[src/rtl/gtc_pkg.sv]
package gtc_pkg;
  localparam int ADDR_W = 3;

  localparam logic [ADDR_W-1:0] ADDR_MODE = 3'd0;
  localparam logic [ADDR_W-1:0] ADDR_CTRL = 3'd1;
  localparam logic [ADDR_W-1:0] ADDR_POL  = 3'd2;
  localparam int CNT_BASE = 4;
  localparam int FLAG_BIT_BASE = 4;
  localparam int MODE_STRIDE = 4;

  typedef struct packed {
    logic sys_sel;
    logic gate_en;
    logic ext_sel;
  } chan_mode_t;

  function automatic logic [ADDR_W-1:0] cnt_lo_addr(input int c);
    return ADDR_W'(CNT_BASE + 2 * c);
  endfunction

  function automatic logic [ADDR_W-1:0] cnt_hi_addr(input int c);
    return ADDR_W'(CNT_BASE + 2 * c + 1);
  endfunction
endpackage

[src/rtl/gtc_sync.sv]
module gtc_sync #(
  parameter int W      = 2,
  parameter int STAGES = 2
) (
  input  logic         clk,
  input  logic         rst,
  input  logic [W-1:0] din,
  output logic [W-1:0] lvl,
  output logic [W-1:0] fall
);
  logic [W-1:0] stg [STAGES];
  logic [W-1:0] prev_q;

  always_ff @(posedge clk) begin
    if (rst) begin
      for (int i = 0; i < STAGES; i++) stg[i] <= '0;
      prev_q <= '0;
    end else begin
      stg[0] <= din;
      for (int i = 1; i < STAGES; i++) stg[i] <= stg[i-1];
      prev_q <= stg[STAGES-1];
    end
  end

  assign lvl  = stg[STAGES-1];
  assign fall = prev_q & ~lvl;

  // each detected falling edge is a single-cycle pulse
  a_r4_single_pulse: assert property (@(posedge clk) disable iff (rst)
    (fall != '0) |=> ((fall & $past(fall)) == '0));
endmodule

[src/rtl/gtc_channel.sv]
module gtc_channel #(
  parameter int LO_W = 5,
  parameter int HI_W = 8
) (
  input  logic            clk,
  input  logic            rst,
  input  logic            run,
  input  logic            gate_en,
  input  logic            ext_sel,
  input  logic            sys_sel,
  input  logic            gate_pol,
  input  logic            prescale_tick,
  input  logic            pin_fall,
  input  logic            gate_lvl,
  input  logic            lo_we,
  input  logic            hi_we,
  input  logic [HI_W-1:0] wdata,
  input  logic            flag_we,
  input  logic            flag_wval,
  input  logic            ack,
  output logic [LO_W-1:0] cnt_lo,
  output logic [HI_W-1:0] cnt_hi,
  output logic            flag
);
  localparam int CNT_W = LO_W + HI_W;

  logic [CNT_W-1:0] cnt_q;
  logic             flag_q;
  logic             gate_open, cnt_en, tick, inc, wrap;

  assign gate_open = ~gate_en | (gate_lvl ^ gate_pol);
  assign cnt_en    = run & gate_open;
  assign tick      = ext_sel ? pin_fall : (sys_sel ? 1'b1 : prescale_tick);
  assign inc       = cnt_en & tick & ~lo_we & ~hi_we;
  assign wrap      = inc & (&cnt_q);

  always_ff @(posedge clk) begin
    if (rst) begin
      cnt_q  <= '0;
      flag_q <= 1'b0;
    end else begin
      if (lo_we || hi_we) begin
        if (lo_we) cnt_q[LO_W-1:0]     <= wdata[LO_W-1:0];
        if (hi_we) cnt_q[CNT_W-1:LO_W] <= wdata;
      end else if (inc) begin
        cnt_q <= cnt_q + 1'b1;
      end
      flag_q <= wrap | (ack ? 1'b0 : (flag_we ? flag_wval : flag_q));
    end
  end

  assign cnt_lo = cnt_q[LO_W-1:0];
  assign cnt_hi = cnt_q[CNT_W-1:LO_W];
  assign flag   = flag_q;

  // stopped or gated-off channel holds its count
  a_r2_hold_when_off: assert property (@(posedge clk) disable iff (rst)
    ((!run || (gate_en && !(gate_lvl ^ gate_pol))) && !lo_we && !hi_we) |=> $stable(cnt_q));

  // a low-byte write lands instead of an increment
  a_r10_write_wins: assert property (@(posedge clk) disable iff (rst)
    lo_we |=> (cnt_lo == $past(wdata[LO_W-1:0])));

  // wrap from all ones sets the flag and leaves zero
  a_r8_wrap_sets_flag: assert property (@(posedge clk) disable iff (rst)
    (run && gate_open && tick && !lo_we && !hi_we && (&cnt_q)) |=> (flag && cnt_q == '0));

  // acknowledge clears the flag when no wrap happens
  a_r9_ack_clears: assert property (@(posedge clk) disable iff (rst)
    (ack && !wrap) |=> !flag);
endmodule

[src/rtl/gtc_timer_pair.sv]
module gtc_timer_pair
  import gtc_pkg::*;
#(
  parameter int NCH         = 2,
  parameter int LO_W        = 5,
  parameter int HI_W        = 8,
  parameter int SYNC_STAGES = 2
) (
  input  logic              clk,
  input  logic              rst,
  input  logic              bus_we,
  input  logic [ADDR_W-1:0] bus_addr,
  input  logic [HI_W-1:0]   bus_wdata,
  output logic [HI_W-1:0]   bus_rdata,
  input  logic              prescale_tick,
  input  logic [NCH-1:0]    cnt_pin,
  input  logic [NCH-1:0]    gate_pin,
  input  logic [NCH-1:0]    irq_ack,
  output logic [NCH-1:0]    ovf_flag
);
  chan_mode_t       mode_q [NCH];
  logic [NCH-1:0]   run_q, pol_q;
  logic [NCH-1:0]   cnt_lvl, cnt_fall, gate_lvl, gate_fall;
  logic [LO_W-1:0]  lo_v [NCH];
  logic [HI_W-1:0]  hi_v [NCH];
  logic [NCH-1:0]   flag_v;
  logic [HI_W-1:0]  rd_next, rdata_q;

  gtc_sync #(.W(NCH), .STAGES(SYNC_STAGES)) u_cnt_sync (
    .clk(clk), .rst(rst), .din(cnt_pin), .lvl(cnt_lvl), .fall(cnt_fall));

  gtc_sync #(.W(NCH), .STAGES(SYNC_STAGES)) u_gate_sync (
    .clk(clk), .rst(rst), .din(gate_pin), .lvl(gate_lvl), .fall(gate_fall));

  always_ff @(posedge clk) begin
    if (rst) begin
      for (int c = 0; c < NCH; c++) mode_q[c] <= '0;
      run_q <= '0;
      pol_q <= '0;
    end else if (bus_we) begin
      for (int c = 0; c < NCH; c++) begin
        if (bus_addr == ADDR_MODE) begin
          mode_q[c].ext_sel <= bus_wdata[MODE_STRIDE*c];
          mode_q[c].gate_en <= bus_wdata[MODE_STRIDE*c+1];
          mode_q[c].sys_sel <= bus_wdata[MODE_STRIDE*c+2];
        end
        if (bus_addr == ADDR_CTRL) run_q[c] <= bus_wdata[c];
        if (bus_addr == ADDR_POL)  pol_q[c] <= bus_wdata[c];
      end
    end
  end

  for (genvar c = 0; c < NCH; c++) begin : g_ch
    gtc_channel #(.LO_W(LO_W), .HI_W(HI_W)) u_ch (
      .clk(clk), .rst(rst),
      .run(run_q[c]), .gate_en(mode_q[c].gate_en),
      .ext_sel(mode_q[c].ext_sel), .sys_sel(mode_q[c].sys_sel),
      .gate_pol(pol_q[c]), .prescale_tick(prescale_tick),
      .pin_fall(cnt_fall[c]), .gate_lvl(gate_lvl[c]),
      .lo_we(bus_we && bus_addr == cnt_lo_addr(c)),
      .hi_we(bus_we && bus_addr == cnt_hi_addr(c)),
      .wdata(bus_wdata),
      .flag_we(bus_we && bus_addr == ADDR_CTRL),
      .flag_wval(bus_wdata[FLAG_BIT_BASE+c]),
      .ack(irq_ack[c]),
      .cnt_lo(lo_v[c]), .cnt_hi(hi_v[c]), .flag(flag_v[c]));
  end

  always_comb begin
    rd_next = '0;
    for (int c = 0; c < NCH; c++) begin
      if (bus_addr == ADDR_MODE) begin
        rd_next[MODE_STRIDE*c]   = mode_q[c].ext_sel;
        rd_next[MODE_STRIDE*c+1] = mode_q[c].gate_en;
        rd_next[MODE_STRIDE*c+2] = mode_q[c].sys_sel;
      end
      if (bus_addr == ADDR_CTRL) begin
        rd_next[c]                = run_q[c];
        rd_next[FLAG_BIT_BASE+c]  = flag_v[c];
      end
      if (bus_addr == ADDR_POL) rd_next[c] = pol_q[c];
      if (bus_addr == cnt_lo_addr(c)) rd_next = HI_W'(lo_v[c]);
      if (bus_addr == cnt_hi_addr(c)) rd_next = hi_v[c];
    end
  end

  always_ff @(posedge clk) begin
    if (rst) rdata_q <= '0;
    else     rdata_q <= rd_next;
  end

  assign bus_rdata = rdata_q;
  assign ovf_flag  = flag_v;

  // low-byte reads carry zero in the unused upper bits
  a_r7_lo_pad: assert property (@(posedge clk) disable iff (rst)
    (bus_addr == cnt_lo_addr(0) || bus_addr == cnt_lo_addr(NCH-1))
      |=> (bus_rdata[HI_W-1:LO_W] == '0));

  // one cycle after reset the read data and flags are clear
  a_r1_reset_clear: assert property (@(posedge clk)
    rst |=> (bus_rdata == '0 && ovf_flag == '0));
endmodule

[config.mk]
export PLATFORM = sky130hd
export DESIGN_NAME = gtc_timer_pair
export DESIGN_NICKNAME = d
export VERILOG_FILES = /design/src/rtl/gtc_pkg.sv /design/src/rtl/gtc_sync.sv /design/src/rtl/gtc_channel.sv /design/src/rtl/gtc_timer_pair.sv
export SDC_FILE = /design/constraint.sdc
export NUM_CORES = 1
export LEC_CHECK = 0
export BUFFER_PORTS_ARGS = -buffer_cell sky130_fd_sc_hd__buf_2
export CAP_MARGIN = 20
export CORE_MARGIN = 5
export CORE_UTILIZATION = 50
export CTS_CLUSTER_SIZE = 40
export DETAILED_ROUTE_END_ITERATION = 10
export GPL_TIMING_DRIVEN = 0
export MAX_ROUTING_LAYER = met4
export PLACE_DENSITY = 0.8
export SLEW_MARGIN = 20
export SYNTH_ARGS = -nofsm -noshare
export SYNTH_HDL_FRONTEND = slang
export SYNTH_HIERARCHICAL = 1
export SYNTH_SLANG_ARGS = --single-unit
[constraint.sdc]
create_clock -name clk -period 2.3 [get_ports clk]
set_input_delay 0.46 -clock clk [delete_from_list [all_inputs] [get_ports clk]]
set_output_delay 0.46 -clock clk [all_outputs]
set_load 0.01 [all_outputs]
==> results_dict.tcl, run 1 <==
set metrics [dict create \
    status "finished, final reports clean" \
    setup_tns_ns 0 \
    final_nets 428 \
    period_share 0.9243 \
    instances_no_fill 483 \
    dp.cells 475 \
    vias 3027 \
    die_w_um 90.26 \
    clk_pin_slew_ns 0.11 \
    combPwrFrac 0.137 \
    viasPerCell 6.267 \
    cp.required_ns 2.51 \
    core_area_mm2 0.006314 \
    cts_tree "built" \
    drc 0 \
    drtIter0Drc 301 \
    max_freq_ghz 0.4704 \
    pwr-share-seq 0.560 \
    cts_root_buf "clkbuf_8" \
    critPathKind "input port to register" \
    insertedDiodeCount 0 \
    cap_violations 0 \
    p_per_area_mw_per_mm2 520.7 \
    setup_viol 0 \
    crit_fanout 10 \
    postSynthAreaPerCell_um2 8.704 \
    grt_max_degree 25 \
    synth_cells 370 \
    portBuffers 28 \
    grt_pass1_vias 2800 \
    wl_per_cell_um 17.71 \
    cp.arrival_ns 2.34 \
    crit_family "simple AND/OR/NAND/NOR gates" \
    boundaryPins 31 \
    yosys_warnings 6 \
    syn2layout_area_growth_pct 10.72 \
    rows 29 \
    power.total_uw 1857 \
    use_met3 0.03250 \
    grt_use_met1 0.3023 \
    cp-start-kind "input port" \
    use_met2 0.3293 \
    wl_um 8555 \
    cts.sinks 56 \
    die_y_um 90.26 \
    design_area_mm2 0.003566 \
    min_period_ns 2.126 \
    gp_congestion 0.9364 \
    post_cts_buffers 0 \
    layout-drive-gt1-share 0.1921 \
    hold_violations 0 \
    worstHoldPathType "input port to register" \
    grt_pass1_wl_um 14390 \
    crit_path_cell_trace "buf_4 -> buf_6 -> buf_6 -> nand2_1 -> nor2_1 -> nor2_2 -> a31oi_1 -> buf_6 -> mux2i_1 -> nor3_1" \
    post-dp-hpwl_um 6266 \
    ctsLongestPathBuffers 2 \
    critical_path.slowest_cell "a31oi_1" \
    worst_pin_slew_ns 0.8757 \
    top_usage_layer "met2" \
    worstSkewPairLatency_ns 0.32 \
    endpoint_kind "register" \
    syn-num-nets 393 \
    p_leak_uw 0.001289 \
    syn_area_mm2 0.003221 \
    r2r_setup_slack_ns 0.48 \
    ir_worst_vdd_v 0.0003752 \
    slowest_delay_ns 0.38 \
    cts_made_buffers 5 \
    cts-htree-levels 2 \
    power_frac_clock 0.303 \
    die_area_mm2 0.008146 \
    intPower_uw 1334 \
    whs_ns 0.3405 \
    overflow 0 \
    power_switching_uw 522.9 \
    final_max_slew_viol_count 0 \
    skew_ns 0.007888 \
    drt_first_pass_iters 5 \
    relSlewSlack 0.4112 \
    antenna_found_initial 0 \
    start_util 0.5101 \
    path_buf_inv 4 \
    rsz0062_at_grt "no" \
    ant_nets 0 \
    grt_usage 0.2202 \
    switching_share 0.2816 \
    dpl_cell_area_mm2 0.003457 \
    cp_common_cell "buf_6" \
]
-- stage by stage --
| step | worst slack, ns | utilization |
|---|---|---|
| final | 0.1740 | 0.5648 |
| after global routing | 0.01745 | 0.5648 |
| after CTS | 0.09946 | 0.5630 |
| after detailed placement | -0.3749 | 0.5476 |
| after global placement | -0.3412 | 0.5476 |
| after floorplan | 0.05504 | - |
-- registers in the layout, indices dropped and copies added, names as in the netlist --
name and flops:
bus_rdata 8, mode_q 6, u_cnt_sync/stg 4, u_gate_sync/stg 4, g_ch.u_ch/flag 2, g_ch.u_ch/cnt_q 26, pol_q 2, u_cnt_sync/prev_q 2
run_q 2
-- layout make-up --
cell class | instances | area, um2
fill | 565 | 2748
multi-input combinational | 287 | 1856
sequential | 56 | 1181
buffer | 21 | 177.7
timing repair buffer | 28 | 140.1
tap | 77 | 96.34
clock buffer | 5 | 68.82
clock inverter | 3 | 23.77
inverter | 6 | 22.52
-- final timing paths --
kind,to,startpoint,cells after the start
max,g_ch[0].u_ch/cnt_q[9]$_SDFFE_PP0P_,bus_addr[2],10
min,u_cnt_sync/stg[0][0]$_SDFF_PP0_,cnt_pin[0],2
max reg2reg,g_ch[1].u_ch/flag$_SDFF_PP0_,g_ch[1].u_ch/cnt_q[0]$_SDFFE_PP0P_,6
min reg2reg,u_gate_sync/stg[0][2]$_SDFF_PP0_,u_gate_sync/stg[0][0]$_SDFF_PP0_,1
-- routing by layer --
metal,wire (um),part of all wire
met1,3742,0.44
met2,3768,0.44
met3,785,0.092
met4,258,0.030
met5,0,0
-- cells in the final DEF (no fill, tap or decap), types with 11 or more instances in the layout --
cell type and instances:
o21ai_0 23, a21oi_1 28, nor2_1 28, mux2i_1 14
buf_2 31, dfxtp_1 50, nor2b_1 11, and2_1 16
nand2_1 37, nor3_1 12
-- timing repair --
item | 4_1_cts | 5_1_grt
endpoints found under the hold margin | 0 | 0
gates resized for setup | 1 | 9
cloned | 0 | 0
hold buffers | 0 | 0
endpoints found under the setup margin | 6 | 19
-- power groups by stage --
| stage | clock, uW | combinational, uW | sequential, uW |
|---|---|---|---|
| 2_1_floorplan | 0 | 167 | 1060 |
| 3_3_place_gp | 0 | 242 | 1060 |
| 3_5_place_dp | 0 | 247 | 1060 |
| 4_1_cts | 572 | 249 | 1040 |
| 5_1_grt | 605 | 278 | 1040 |
| 6_report | 563 | 254 | 1040 |
(Power assumes the default switching activity.)
==> inputs of run 2 (changes only) <==
CORE_ASPECT_RATIO = 1.4   (was not set)
==> results_dict.tcl, run 2 (synthesis results as in run 1) <==
set metrics [dict create \
    relSlewSlack 0.4090 \
    largest_register_ffs 26 \
    hold_violations 0 \
    cts_made_buffers 5 \
    cp.required_ns 2.48 \
    mostFrequentLayoutCells "dfxtp_1, nand2_1, buf_2, nor2_1, a21oi_1" \
    n_fill_cell 596 \
    dp.cells 470 \
    setup_viol 0 \
    skew_ns 0.004556 \
    r2r_end "g_ch[1].u_ch/cnt_q[7]$_SDFFE_PP0P_" \
    ctsLongestPathBuffers 2 \
    overflow 0 \
    power_frac_clock 0.297 \
    post_cts_buffers 0 \
    drtIter0Drc 246 \
    status "finished, final reports clean" \
    power_switching_uw 506.6 \
    worstHoldPathType "input port to register" \
    cap_violations 0 \
    r2r_setup_slack_ns 0.46 \
    antenna_found_initial 0 \
    dpl_worst_slack_ns -0.4112 \
    min_period_ns 2.157 \
    cts-htree-levels 2 \
    worstSkewPairLatency_ns 0.31 \
    cp-startpoint "bus_addr[2]" \
    wl_um 8435 \
    ant_nets 0 \
    instances_no_fill 478 \
    grt_pass1_wl_um 13790 \
    wl_per_cell_um 17.65 \
    endpoint "g_ch[0].u_ch/cnt_q[7]$_SDFFE_PP0P_" \
    hold_path_depth 2 \
    post-dp-hpwl_um 6409 \
    drc 0 \
    boundaryPins 31 \
    cp-start-kind "input port" \
    final_nets 428 \
    die_area_mm2 0.008169 \
    regToRegStartpoint "mode_q[1][0]$_SDFFCE_PN0P_" \
    setup_slack_ns 0.1435 \
    cts_tree "built" \
    gp_congestion 0.9528 \
    clk_pin_slew_ns 0.10 \
    ir_worst_vdd_v 0.0002562 \
    cts_root_buf "clkbuf_8" \
    viasPerCell 6.236 \
    layout-drive-gt1-share 0.1897 \
    max_flop_register "g_ch.u_ch/cnt_q" \
    rows 34 \
    intPower_uw 1334 \
    die_y_um 105.0 \
    crit_fanout 10 \
    dpl_cell_area_mm2 0.003451 \
    grt_usage 0.2109 \
    p_per_area_mw_per_mm2 517.9 \
    worst_pin_slew_ns 0.8790 \
    p_leak_uw 0.001288 \
    vias 2981 \
    max_freq_ghz 0.4637 \
    final_max_slew_viol_count 0 \
    pwr-share-seq 0.565 \
    rsz0062_at_grt "no" \
    endpoint_kind "register" \
    cts.sinks 56 \
    switching_share 0.2753 \
    r2r_cells 6 \
    critPathKind "input port to register" \
    combPwrFrac 0.137 \
    cts_hold_buf 0 \
    design_area_mm2 0.003553 \
    grt_max_degree 25 \
    period_share 0.9376 \
    die_w_um 77.83 \
    insertedDiodeCount 0 \
    core_area_mm2 0.006254 \
    start_util 0.5150 \
    portBuffers 28 \
    grt_pass1_vias 2790 \
    drt_first_pass_iters 5 \
    final_common_cell "dfxtp_1" \
    cp.arrival_ns 2.34 \
    syn2layout_area_growth_pct 10.33 \
]
-- run 2: cell count changes in the layout (fill, tap and decap cells not counted) --
cell,delta
a31oi_1,+1
a31oi_2,-1
-- run 2: metal layers --
layer	wire length (um)	global-route usage
met1	3517	0.2659
met2	3951	0.3172
met3	572	0.03787
met4	393	0.1130
met5	0	-
-- run 2: worst min path at each step --
stage	end	from
after floorplan	u_cnt_sync/stg[0][2]$_SDFF_PP0_	u_cnt_sync/stg[0][0]$_SDFF_PP0_
after global placement	u_gate_sync/stg[0][2]$_SDFF_PP0_	u_gate_sync/stg[0][0]$_SDFF_PP0_
after detailed placement	u_gate_sync/stg[0][2]$_SDFF_PP0_	u_gate_sync/stg[0][0]$_SDFF_PP0_
after CTS	u_gate_sync/stg[0][0]$_SDFF_PP0_	gate_pin[0]
after global routing	u_gate_sync/stg[0][0]$_SDFF_PP0_	gate_pin[0]
final	u_gate_sync/stg[0][1]$_SDFF_PP0_	gate_pin[1]
-- run 2: layout make-up --
type,instances,area (um2),area share
flip-flops and latches,56,1181,0.3324
plain buffers,21,177.7,0.05000
inverters,6,22.52,0.006338
multi-input cells,287,1849,0.5204
clock inverters,3,23.77,0.006690
well taps,72,90.09,0.02535
repair buffers,28,140.1,0.03944
clock buffers,5,68.82,0.01937
-- run 2: power by group through the flow --
stage | Combinational [uW] | Clock, uW | Sequential (uW)
6_report | 253 | 547 | 1040
5_1_grt | 274 | 601 | 1040
4_1_cts | 249 | 567 | 1040
3_5_place_dp | 248 | 0 | 1060
3_3_place_gp | 242 | 0 | 1060
2_1_floorplan | 167 | 0 | 1060
-- run 2: critical path, stage by stage --
cell	delay, ns
buf_4	0.13
buf_6	0.16
buf_6	0.15
nand2_1	0.11
nor3_2	0.30
nor2_2	0.18
a31oi_1	0.38
buf_6	0.21
mux2i_1	0.19
nor3_1	0.06
-- run 2: stage by stage --
step,TNS [ns],hold WS (ns),power (uW),utilization
after floorplan,0,0.4138,1223,-
after global placement,-5.120,0.4159,1303,0.5518
after detailed placement,-6.613,0.4239,1310,0.5518
after CTS,0,0.3513,1856,0.5674
after global routing,0,0.3451,1919,0.5682
final,0,0.3612,1840,0.5682
-- run 2: timing repair --
| action | CTS | global route |
|---|---|---|
| resized for setup | 1 | 8 |
| pin swaps | 0 | 0 |
| endpoints found under the setup margin | 10 | 18 |
==> inputs of run 3 (changes only) <==
CTS_BUF_LIST = sky130_fd_sc_hd__clkbuf_16   (was not set)
==> results_dict.tcl, run 3 (synthesis results as in run 1) <==
set metrics [dict create \
    path_buf_inv 4 \
    setup_slack_ns 0.05590 \
    hold_violations 0 \
    cp-start-kind "input port" \
    crit_fanout 10 \
    cp_common_cell "buf_6" \
    max_freq_ghz 0.4456 \
    wl_met1_um 3566 \
    relSlewSlack 0.4092 \
    drtIter0Drc 276 \
    cts_tree "built" \
    worstHoldPathType "input port to register" \
    cts_root_buf "clkbuf_16" \
    insertedDiodeCount 0 \
    dp.cells 470 \
    rsz0062_at_grt "no" \
    cap_violations 0 \
    gp_congestion 0.9528 \
    portBuffers 28 \
    cp.arrival_ns 2.40 \
    overflow 0 \
    ant_nets 0 \
    ctsLongestPathBuffers 2 \
    final_max_slew_viol_count 0 \
    cts-htree-levels 2 \
    critical_path.slowest_cell "a31oi_1" \
    antenna_found_initial 0 \
    skew_ns 0.003970 \
    cp.required_ns 2.46 \
    grt_max_degree 25 \
    largest_register_ffs 26 \
    clk_pin_slew_ns 0.07 \
    layout-drive-gt1-share 0.1921 \
    worstSkewPairLatency_ns 0.29 \
    dpl_worst_slack_ns -0.4112 \
    grt_pass1_vias 2770 \
    power.total_uw 2056 \
    post_cts_buffers 0 \
    worst_pin_slew_ns 0.8787 \
    worstHoldStart "gate_pin[1]" \
    slowest_delay_ns 0.39 \
    viasPerCell 6.274 \
    ir_worst_vdd_v 0.0003012 \
    start_util 0.5150 \
    grt_usage 0.2151 \
    p_per_area_mw_per_mm2 568.6 \
    drt_first_pass_iters 6 \
    cts.sinks 56 \
    cts_made_buffers 5 \
    met2_length_um 4074 \
    final_nets 428 \
    syn2layout_area_growth_pct 12.28 \
    wl_met3_um 570 \
    wl_um 8537 \
    regToRegStartpoint "mode_q[1][0]$_SDFFCE_PN0P_" \
    grt_pass1_wl_um 13920 \
    post-dp-hpwl_um 6409 \
    endpoint_kind "register" \
    crit_path_cell_trace "buf_4 -> buf_6 -> buf_6 -> nand2_1 -> nor2_1 -> nor2_2 -> a31oi_1 -> buf_6 -> mux2i_1 -> nor3_1" \
    top_layer "met4" \
    setup_tns_ns 0 \
    period_share 0.9757 \
    crit_family "simple AND/OR/NAND/NOR gates" \
    vias 2999 \
    core_area_mm2 0.006254 \
    setup_viol 0 \
    rows 34 \
    die_w_um 77.83 \
    status "finished, final reports clean" \
    wl_per_cell_um 17.86 \
    die_y_um 105.0 \
    critPathKind "input port to register" \
    min_period_ns 2.244 \
    instances_no_fill 478 \
    final_common_cell "dfxtp_1" \
    die_area_mm2 0.008169 \
    cp-startpoint "bus_addr[2]" \
    boundaryPins 31 \
    mostFrequentLayoutCells "dfxtp_1, nand2_1, buf_2, nor2_1, a21oi_1" \
    drc 0 \
    p_leak_uw 0.001315 \
    max_flop_register "g_ch.u_ch/cnt_q" \
    whs_ns 0.3822 \
]
==> run 3: final timing paths <==
kind	cells after the start	slack [ns]	to
setup / recovery	10	0.06	g_ch[1].u_ch/cnt_q[6]$_SDFFE_PP0P_
hold / removal	2	0.38	u_gate_sync/stg[0][1]$_SDFF_PP0_
setup reg to reg	6	0.44	g_ch[1].u_ch/cnt_q[6]$_SDFFE_PP0P_
hold reg to reg	1	0.44	u_gate_sync/stg[0][2]$_SDFF_PP0_
==> run 3: what timing repair did <==
| item | 4_1_cts | 5_1_grt |
|---|---|---|
| hold buffers | 0 | 0 |
| gates resized for setup | 1 | 9 |
| endpoints found under the setup margin | 11 | 20 |
==> run 3: through the flow <==
stage / area, um2 / utilization
3_5_place_dp: 3451 / 0.5518
6_report: 3616 / 0.5782
3_3_place_gp: 3451 / 0.5518
2_1_floorplan: 3221 / -
5_1_grt: 3616 / 0.5782
4_1_cts: 3605 / 0.5764
==> run 3: per-layer routing <==
metal / GRT usage / vias to the layer above
li1: - / 1432
met1: 0.2686 / 1404
met2: 0.3220 / 135
met3: 0.04561 / 28
met4: 0.1143 / 0
met5: - / -
==> run 3: cell type report <==
cell class,instances,area (um2)
Clock inverter,3,23.77
Sequential cell,56,1181
Multi-Input combinational cell,287,1856
Tap cell,72,90.09
Clock buffer,5,125.1
Buffer,21,177.7
Inverter,6,22.52
Fill cell,585,2638
Timing Repair Buffer,28,140.1
==> run 3: power breakdown <==
part	internal (uW)	leakage (uW)	switching, uW
Clock	406	0.0000660	355
Combinational	103	0.000785	151
Sequential	1010	0.000464	26.7
